===== config.mk =====
export PLATFORM = sky130hd
export DESIGN_NAME = irq_ctrl_reg
export DESIGN_NICKNAME = d
export VERILOG_FILES = /design/src/rtl/irq_ctrl_pkg.sv /design/src/rtl/irq_sync.sv /design/src/rtl/irq_detect.sv /design/src/rtl/irq_ctrl_reg.sv
export SDC_FILE = /design/constraint.sdc
export NUM_CORES = 1
export LEC_CHECK = 0
export BUFFER_PORTS_ARGS = -buffer_cell sky130_fd_sc_hd__buf_2
export CORE_AREA = 2 2 39 41
export CTS_CLUSTER_DIAMETER = 60
export DETAILED_ROUTE_END_ITERATION = 8
export DIE_AREA = 0 0 41 43
export PLACE_DENSITY = 0.61
export SYNTH_ARGS = -nofsm -noshare
export SYNTH_HDL_FRONTEND = slang
export SYNTH_SLANG_ARGS = --single-unit

===== constraint.sdc =====
create_clock -name clk -period 2.7 [get_ports clk]
set_input_delay 0 -clock clk [delete_from_list [all_inputs] [get_ports clk]]
set_output_delay 0 -clock clk [all_outputs]
set_load 0.01 [all_outputs]

===== src/rtl/irq_ctrl_pkg.sv =====
package irq_ctrl_pkg;

    localparam int REG_W   = 8;
    localparam int LVL_W   = 3;

    localparam int BIT_POL  = 7;
    localparam int BIT_EDGE = 6;
    localparam int BIT_PEND = 5;
    localparam int BIT_EN   = 4;
    localparam int BIT_CLR  = 3;

    typedef struct packed {
        logic             pol;
        logic             edge_mode;
        logic             en;
        logic [LVL_W-1:0] lvl;
    } cfg_t;

    typedef struct packed {
        logic prev;
        logic pend;
    } det_t;

endpackage


===== src/rtl/irq_sync.sv =====
module irq_sync #(
    parameter int STAGES = 2
) (
    input  logic clk,
    input  logic rst_n,
    input  logic din,
    output logic dout
);

    logic [STAGES-1:0] chain_d, chain_q;

    generate
        if (STAGES == 1) begin : g_one
            always_comb chain_d = din;
        end else begin : g_many
            always_comb chain_d = {chain_q[STAGES-2:0], din};
        end
    endgenerate

    always_ff @(posedge clk or negedge rst_n) begin
        if (!rst_n) chain_q <= '0;
        else        chain_q <= chain_d;
    end

    assign dout = chain_q[STAGES-1];

endmodule


===== src/rtl/irq_detect.sv =====
module irq_detect
    import irq_ctrl_pkg::*;
(
    input  logic clk,
    input  logic rst_n,
    input  logic sync_in,
    input  logic pol_cur,
    input  logic pol_next,
    input  logic edge_next,
    input  logic en_next,
    input  logic clr_load,
    output logic pend
);

    det_t st_d, st_q;
    logic adj;
    logic active_edge;

    always_comb begin
        adj         = sync_in ^ pol_cur;
        active_edge = adj & ~st_q.prev;
        st_d        = st_q;

        // A clearing write reloads the history with the new polarity,
        // so a polarity flip in the same write cannot look like an edge.
        if (clr_load) st_d.prev = sync_in ^ pol_next;
        else          st_d.prev = adj;

        if (!edge_next) begin
            st_d.pend = adj & en_next;
        end else if (clr_load) begin
            st_d.pend = 1'b0;
        end else begin
            st_d.pend = st_q.pend | (active_edge & en_next);
        end
    end

    always_ff @(posedge clk or negedge rst_n) begin
        if (!rst_n) st_q <= '0;
        else        st_q <= st_d;
    end

    assign pend = st_q.pend;

endmodule


===== src/rtl/irq_ctrl_reg.sv =====
module irq_ctrl_reg
    import irq_ctrl_pkg::*;
#(
    parameter int SYNC_STAGES = 2
) (
    input  logic             clk,
    input  logic             rst_n,
    input  logic             wr_en,
    input  logic [REG_W-1:0] wr_data,
    output logic [REG_W-1:0] rd_data,
    input  logic             irq_pin,
    output logic [LVL_W-1:0] irq_level
);

    cfg_t cfg_d, cfg_q;
    logic pin_sync;
    logic pend;
    logic clr_load;

    irq_sync #(.STAGES(SYNC_STAGES)) u_sync (
        .clk   (clk),
        .rst_n (rst_n),
        .din   (irq_pin),
        .dout  (pin_sync)
    );

    always_comb begin
        cfg_d    = cfg_q;
        clr_load = wr_en & wr_data[BIT_CLR];
        if (wr_en) begin
            cfg_d.pol       = wr_data[BIT_POL];
            cfg_d.edge_mode = wr_data[BIT_EDGE];
            cfg_d.en        = wr_data[BIT_EN];
            cfg_d.lvl       = wr_data[LVL_W-1:0];
        end
    end

    always_ff @(posedge clk or negedge rst_n) begin
        if (!rst_n) cfg_q <= '0;
        else        cfg_q <= cfg_d;
    end

    irq_detect u_det (
        .clk       (clk),
        .rst_n     (rst_n),
        .sync_in   (pin_sync),
        .pol_cur   (cfg_q.pol),
        .pol_next  (cfg_d.pol),
        .edge_next (cfg_d.edge_mode),
        .en_next   (cfg_d.en),
        .clr_load  (clr_load),
        .pend      (pend)
    );

    always_comb begin
        rd_data              = '0;
        rd_data[BIT_POL]     = cfg_q.pol;
        rd_data[BIT_EDGE]    = cfg_q.edge_mode;
        rd_data[BIT_PEND]    = pend;
        rd_data[BIT_EN]      = cfg_q.en;
        rd_data[LVL_W-1:0]   = cfg_q.lvl;
        irq_level            = (pend && cfg_q.lvl != '0) ? cfg_q.lvl : '0;
    end

endmodule


==> metrics.yaml, run 1 <==
die_y_um: 43
grt_remaining_overflow: 0
cts_hold_buf: 8
initialDrtViolationCount: 0
switching_share_pct: 24.7
clk_pin_slew_ns: 0.07
holdPathEnd: "u_det.pend$_DFF_PN0_"
r2r_slack_ns: 1.69
ant_nets: 0
wl_per_cell_um: 10.2
power_density_nw_per_um2: 605
vias_per_cell: 4.33
setup_viol_count_final: 0
cp-startpoint: "rd_data[6]$_DFF_PN0_"
clockBufferDepth: 2
fin_area_um2: 638
crit_chain: "mux2_4, a22oi_2, a21oi_1"
r2r_cells: 3
p_clk_share_pct: 34.4
rows: 14
pwr-share-seq_pct: 45.9
hold_viol: 0
fin_tns_setup_ns: 0
regArea_um2: 250
wl_um: 775
fin_crit_sh_pct: 37.4
num_antenna_cells: 0
drive_gt1_share_pct: 51.7
antenna_found_initial: 0
reg2reg_from: "rd_data[6]$_DFF_PN0_"
critPathArrivalTime_ns: 1.16
core_um2: 1380
utilization_pct: 46.1
numPortBuffers: 20
ys_seq_area_share_pct: 57.5
vias: 329
grt.total_usage_pct: 11.2
rsz0062_at_grt: "no"
timing.fmax_mhz: 991
layout_min_cycle_time_ns: 1.01
grt_pass1_vias: 282
power.switching_w: 0.0000955
p_int_w: 0.000291
fillCellCount: 131
syn_inst: 32
io_pins: 23
required_ns: 2.85
status: "completed"
final_cell_mix: "buf_2 (20), dfrtp_1 (10), dlygate4sd3_1 (8)"
numCtsBuffers: 3
ys_types: 15
hold_path.class: "input pin to register"
yosysWarningCount: 0
grt_first_pass_wirelength_mm: 1.19
min_from: "wr_data[3]"
report.final.slew_viol_count: 0
endpoint_kind: "register"
netlist_area_um2: 435
first_pass_iters: 1
cp_slowest_cell: "dfrtp_1"
post_cts_buffers: 0
die_w_um: 41
p_comb_share_pct: 19.7
synth.net_count: 44
leakagePower_nw: 0.323
multi_input_area_um2: 148
root_buffer: "clkbuf_4"
max_stage_delay_ns: 0.38
drc: 0
final_nets: 73
dpl_cell_area_um2: 522
dp_hpwl_um: 526
layout.cells.most_common: "buf_2"
cts_tree: "done"
start_util_pct: 31.5
worstSetupPathType: "register to register"
synth_seq_cells: 10
dieArea_um2: 1760
fin_ws_ns: 1.69
r2r-end: "u_det.pend$_DFF_PN0_"
grt_max_degree: 11
place_congestion: 0.642
h-tree-depth: 1
dp_slack_ns: 1.71
syn_to_final_growth_pct: 46.6
clk_latency_ns: 0.26
startpoint_type: "register"
cts.repair.resized: 0
cts_num_sinks: 10
synth.avg_cell_area_um2: 13.6
cp_max_fo: 3
clock_skew_ns: 0.00673
peakVddDrop_v: 0.000355
hold_depth: 4
cap_viol_max_count: 0
## synth_stat cells
cell type | number | area, um2
a21oi_1 | 1 | 5.00
a22oi_2 | 1 | 12.5
mux2_4 | 1 | 15.0
mux2i_1 | 1 | 10.0
xor2_1 | 1 | 8.76
inv_1 | 1 | 3.75
nand2_1 | 1 | 3.75
conb_1 | 1 | 3.75
dfrtp_1 | 10 | 250
buf_4 | 3 | 22.5
buf_6 | 1 | 11.3
o21ai_0 | 1 | 5.00
and2_1 | 3 | 18.8
mux2_2 | 5 | 56.3
xnor2_1 | 1 | 8.76
## layout make-up
type,instances,area share [%]
Clock buffer,4,5.69
Inverter,1,0.588
Multi-Input combinational cell,17,23.1
Sequential cell,10,39.2
Tap cell,16,3.14
Timing Repair Buffer,28,28.2
## worst max-delay path, delay by kind of cell, from the launching register on
kind / cells / cell delay, ns
DFF: 1 / 0.38
muxes: 1 / 0.29
AOI/OAI and AO/OA: 2 / 0.23
## worst max-delay path by stage
stage / end / slack [ns] / cells after the start
4_1_cts: u_det.pend$_DFF_PN0_ / 1.69 / 3
6_report: u_det.pend$_DFF_PN0_ / 1.69 / 3
3_3_place_gp: u_det.pend$_DFF_PN0_ / 1.72 / 3
5_1_grt: u_det.pend$_DFF_PN0_ / 1.65 / 3
3_5_place_dp: u_det.pend$_DFF_PN0_ / 1.71 / 3
2_1_floorplan: u_det.pend$_DFF_PN0_ / 1.69 / 3
## registers in the layout (all words and copies together), names as in the netlist
name,count
u_det.st_q,1
u_sync.chain_q,2
u_det.pend,1
rd_data,6
## per-stage QoR
stage                     total power, W  instances  hold slack (ns)
final                           0.000386         76           0.0714
after detailed placement        0.000249         64           -0.128
after global placement          0.000247         64           -0.129
after CTS                       0.000394         76           0.0587
after global routing            0.000410         76           0.0790
after floorplan                 0.000226         32           -0.296
## per-layer routing
metal / GRT usage, % / wire (um) / up-vias / share of wire, %
met3: 4.71 / 52 / 0 / 6.7
met4: 10.0 / 0 / 0 / 0
met5: 0 / 0 / - / 0
li1: - / - / 159 / -
met2: 15.0 / 400 / 12 / 52
met1: 12.9 / 322 / 158 / 42
## power by group through the flow
stage	Combinational (W)	Clock, W	Sequential (W)
2_1_floorplan	0.0000438	0	0.000182
3_3_place_gp	0.0000676	0	0.000180
3_5_place_dp	0.0000682	0	0.000180
4_1_cts	0.0000770	0.000139	0.000178
5_1_grt	0.0000847	0.000146	0.000180
6_report	0.0000761	0.000133	0.000177
## cell families after synthesis
kind of cell,after synthesis,share of synthesized area [%]
other cells,1,0.861
flops,10,57.5
simple gates,4,5.17
compound gates,3,5.17
xor+xnor,2,4.02
buf+inv,5,8.62
mux,7,18.7
Power figures use the tool's default switching activity.
==> run 2: changes to the inputs <==
--- a/config.mk
+++ b/config.mk
@@ -5,12 +5,13 @@
 export SDC_FILE = /design/constraint.sdc
 export NUM_CORES = 1
 export LEC_CHECK = 0
+export ABC_AREA = 1
 export BUFFER_PORTS_ARGS = -buffer_cell sky130_fd_sc_hd__buf_2
 export CORE_AREA = 2 2 39 41
 export CTS_CLUSTER_DIAMETER = 60
 export DETAILED_ROUTE_END_ITERATION = 8
 export DIE_AREA = 0 0 41 43
-export PLACE_DENSITY = 0.61
+export PLACE_DENSITY = 0.66
 export SYNTH_ARGS = -nofsm -noshare
 export SYNTH_HDL_FRONTEND = slang
 export SYNTH_SLANG_ARGS = --single-unit
==> constraint.sdc (replaced) <==
create_clock -name clk -period 1.1 [get_ports clk]
set_input_delay 0 -clock clk [delete_from_list [all_inputs] [get_ports clk]]
set_output_delay 0 -clock clk [all_outputs]
set_load 0.01 [all_outputs]
==> metrics.yaml, run 2 <==
initialDrtViolationCount: 3
r2r-end: "u_det.pend$_DFF_PN0_"
endpoint: "irq_level[0]"
timing.fmax_mhz: 985
wl_per_cell_um: 9.10
peakVddDrop_v: 0.000460
grt_first_pass_wirelength_mm: 1.48
power_density_nw_per_um2: 1250
clk_latency_ns: 0.26
rows: 14
cp_max_fo: 3
start_util_pct: 35.6
grt_remaining_overflow: 0
leakagePower_nw: 0.413
fin_ws_ns: 0.0848
synth_seq_cells: 10
root_buffer: "clkbuf_4"
synth_common_cells: "nand2_1 (24), inv_1 (12), dfrtp_1 (10), o21ai_0 (4)"
cts_tree: "done"
largest_register_ff_count: 6
io_pins: 23
grt_pass1_vias: 382
regArea_um2: 250
clockBufferDepth: 2
fin_crit_sh_pct: 92.3
clk_pin_slew_ns: 0.06
dp_slack_ns: 0.216
numCtsBuffers: 3
first_pass_iters: 4
synth.net_count: 76
h-tree-depth: 1
hold_path.class: "input pin to register"
startpoint_type: "register"
numPortBuffers: 20
die_y_um: 43
post_cts_buffers: 0
reg2reg_from: "u_det.pend$_DFF_PN0_"
ant_nets: 0
endpoint_kind: "output pin"
async_reset_ff_share_pct: 100
die_w_um: 41
dp_hpwl_um: 686
fillCellCount: 149
m1WireLength_um: 417
syn_inst: 64
routed.top_layer: "met4"
met2_wirelength_um: 493
wl_um: 965
hold_viol: 0
grt_max_degree: 13
synth.avg_cell_area_um2: 7.70
drc: 0
r2r_slack_ns: 0.22
antenna_found_initial: 0
cts.repair.resized: 0
final_cell_mix: "nand2_1 (24), buf_2 (20), inv_1 (12)"
ys_types: 11
num_antenna_cells: 0
required_ns: 1.10
cp-startpoint: "rd_data[0]$_DFFE_PN0P_"
vias: 459
layout.cells.most_common: "nand2_1"
r2r_cells: 4
wl_met3_um: 45
grt.total_usage_pct: 13.0
cts_num_sinks: 10
rsz0062_at_grt: "yes"
final_nets: 104
ys_top_cells_by_area: "dfrtp_1 (51%), nand2_1 (18%), inv_1 (9.1%)"
setup_viol_count_final: 0
cap_viol_max_count: 0
synth_top_area_share_pct: 50.8
status: "completed"
place_congestion: 0.790
ys.flop_type: "dfrtp_1"
synth_top_area_cell: "dfrtp_1"
vias_per_cell: 4.33
drive_gt1_share_pct: 30.0
multi_input_area_um2: 164
synth_edf_count: 0
critPathArrivalTime_ns: 1.02
report.final.slew_viol_count: 0
yosysMostFrequentCell: "nand2_1"
ys_seq_area_share_pct: 50.8
syn_to_final_growth_pct: 36.3
netlist_area_um2: 493
whs_ns: 0.0877
clock_skew_ns: 0.00166
yosysWarningCount: 0
layout_min_cycle_time_ns: 1.02
core_um2: 1380
worstSetupPathType: "register to output pin"
dieArea_um2: 1760
## run 2: cell count changes after synthesis, moves of 2 or more
cell	previous run	this run
inv_1	1	12
and2_1	3	0
nand3_1	0	3
o21ai_0	1	4
nand2_2	0	3
nand2_1	1	24
nor2_1	0	2
mux2_2	5	0
## run 2: layout make-up
cell class | count | area share, %
Clock buffer | 3 | 3.35
Inverter | 12 | 6.70
Multi-Input combinational cell | 38 | 24.4
Sequential cell | 10 | 37.2
Tap cell | 16 | 2.98
Timing Repair Buffer | 27 | 25.3
## run 2: metal layers
metal,vias up,track usage [%]
li1,236,-
met1,211,14.1
met2,10,19.4
met3,2,4.71
met4,0,10.0
met5,-,0
## run 2: logic make-up after synthesis
kind of cell | Yosys count | synth area share [%]
buf+inv | 16 | 16.0
simple gates | 33 | 28.4
compound gates | 4 | 4.06
other cells | 1 | 0.761
flops | 10 | 50.8
## run 2: worst min path at each step
| stage | from | end | cells past startpoint |
|---|---|---|---|
| after floorplan | rst_n | rd_data[0]$_DFFE_PN0P_ | 0 |
| after global placement | rst_n | rd_data[4]$_DFF_PN0_ | 1 |
| after detailed placement | rst_n | rd_data[4]$_DFF_PN0_ | 1 |
| after CTS | wr_data[6] | rd_data[6]$_DFF_PN0_ | 4 |
| after global routing | wr_data[6] | rd_data[6]$_DFF_PN0_ | 4 |
| final | wr_data[6] | rd_data[6]$_DFF_PN0_ | 4 |
## run 2: power by group
part / internal, W / switching [W]
logic: 0.0000827 / 0.0000931
registers: 0.000400 / 0.0000236
clock network: 0.000126 / 0.000116
## run 2: timing repair
item,CTS,global route
hold endpoints to repair,16,0
hold buffers,7,0
setup endpoints to repair,0,1
## run 2: metrics by stage
stage / setup TNS (ns) / area (um2) / util, % / power (W) / std cells
after floorplan: 0 / 493 / - / 0.000535 / 64
after global placement: 0 / 579 / 41.9 / 0.000586 / 96
after detailed placement: 0 / 579 / 41.9 / 0.000590 / 96
after CTS: 0 / 672 / 48.6 / 0.000861 / 106
after global routing: -0.00477 / 672 / 48.6 / 0.000898 / 106
final: 0 / 672 / 48.6 / 0.000842 / 106
## run 2: critical path, cell delays in order, from the launching register on
cell and delay [ns]:
dfrtp_1 0.39, nor2_1 0.11, nand2_1 0.05, nand2_1 0.05
nor2_1 0.04, buf_2 0.13
==> run 3: changes to the inputs <==
--- a/config.mk
+++ b/config.mk
@@ -11,7 +11,7 @@
 export CTS_CLUSTER_DIAMETER = 60
 export DETAILED_ROUTE_END_ITERATION = 8
 export DIE_AREA = 0 0 41 43
-export PLACE_DENSITY = 0.66
+export PLACE_DENSITY_LB_ADDON = 0.1
 export SYNTH_ARGS = -nofsm -noshare
 export SYNTH_HDL_FRONTEND = slang
 export SYNTH_SLANG_ARGS = --single-unit
==> metrics.yaml, run 3 (same netlist as run 2, synthesis figures left out) <==
status: "completed"
h-tree-depth: 1
cap_viol_max_count: 0
final_cell_mix: "nand2_1 (24), buf_2 (20), inv_1 (12)"
grt.met2_usage_pct: 18.8
wl_per_cell_um: 8.46
place_congestion: 0.656
numCtsBuffers: 3
largest_register_ff_count: 6
vias: 457
ant_nets: 0
numPortBuffers: 20
regArea_um2: 250
die_y_um: 43
final_cells: 109
hold_path.class: "input pin to register"
core_um2: 1380
grt_pass1_vias: 377
final_nets: 106
clockBufferDepth: 2
report.final.slew_viol_count: 0
drc: 0
rows: 14
clk_pin_slew_ns: 0.07
clk_latency_ns: 0.26
critPathArrivalTime_ns: 1.03
min_from: "wr_data[6]"
multi_input_area_um2: 164
cp_max_fo: 3
cts_num_sinks: 10
reg2reg_from: "u_det.pend$_DFF_PN0_"
use_met1_pct: 14.2
first_pass_iters: 2
fin_crit_sh_pct: 93.5
die_w_um: 41
hold_viol: 0
io_pins: 23
dp.cells: 96
worstSetupPathType: "register to output pin"
startpoint_type: "register"
grt_first_pass_wirelength_mm: 1.41
peakVddDrop_v: 0.000582
r2r_slack_ns: 0.23
fin_tns_setup_ns: 0
dpl_cell_area_um2: 579
leakagePower_nw: 0.430
setup_viol_count_final: 0
fillCellCount: 158
rsz0062_at_grt: "yes"
grt.total_usage_pct: 12.3
grt.busiest_layer: "met2"
layout.cells.most_common: "nand2_1"
report.power.total_w: 0.000932
cp-startpoint: "rd_data[0]$_DFFE_PN0P_"
antenna_found_initial: 0
cts.repair.resized: 0
initialDrtViolationCount: 9
grt_max_degree: 13
power_density_nw_per_um2: 1330
required_ns: 1.10
met3_usage_pct: 3.14
start_util_pct: 35.6
vias_per_cell: 4.19
drive_gt1_share_pct: 32.3
utilization_pct: 50.6
wl_um: 922
timing.fmax_mhz: 973
dieArea_um2: 1760
syn_to_final_growth_pct: 42.1
layout_min_cycle_time_ns: 1.03
clock_skew_ns: 0.000437
endpoint_kind: "output pin"
root_buffer: "clkbuf_4"
num_antenna_cells: 0
dp_hpwl_um: 670
fin_area_um2: 701
cts_tree: "done"
grt_remaining_overflow: 0
-- run 3: cell count changes in the layout (fill, tap and decap cells not counted) --
| cell | delta |
|---|---|
| buf_4 | +2 |
| clkbuf_8 | +1 |
-- run 3: routing by layer --
layer / part of all wire (%) / wire (um)
met3: 5.4 / 50
met1: 47 / 431
met5: 0 / 0
met2: 48 / 440
met4: 0 / 0
-- run 3: power breakdown --
group	switching, W	internal [W]	total [W]
combinational	0.0000949	0.0000907	0.000186
sequential	0.0000218	0.000400	0.000422
clock	0.000124	0.000201	0.000324
total	0.000241	0.000691	0.000932
-- run 3: repair_timing --
| item | CTS | global route |
|---|---|---|
| endpoints found under the setup margin | 0 | 1 |
| buffers inserted | 0 | 2 |
| hold endpoints to repair | 16 | 0 |
| hold buffers | 7 | 0 |
-- run 3: path summary, 6_finish.rpt --
check                           cells after the start                           to
worst max-delay path                                5                 irq_level[0]
worst min-delay path                                4         rd_data[6]$_DFF_PN0_
worst max register to register                      4         u_det.pend$_DFF_PN0_
worst min register to register                      0  u_sync.chain_q[1]$_DFF_PN0_
max in group asynchronous                           2         rd_data[7]$_DFF_PN0_
min in group asynchronous                           2         rd_data[6]$_DFF_PN0_
-- run 3: worst max-delay path, cell delays in order, from the launching register on --
cell	delay, ns
dfrtp_1	0.39
nor2_1	0.11
nand2_1	0.06
nand2_1	0.05
nor2_1	0.04
buf_2	0.13
-- run 3: final cells by class --
cell class                 count  share of cell area, %
tap                           16                   2.86
timing repair buffer          29                   26.4
multi-input combinational     38                   23.4
clock buffer                   4                   5.18
sequential                    10                   35.7
inverter                      12                   6.43
-- run 3: per-stage QoR --
step	setup slack (ns)	hold WS (ns)
finish	0.0719	0.0811
floorplan	0.255	-0.296
global route	-0.0134	0.0932
detailed placement	0.236	-0.124
CTS	0.0512	0.0753
global placement	0.240	-0.127
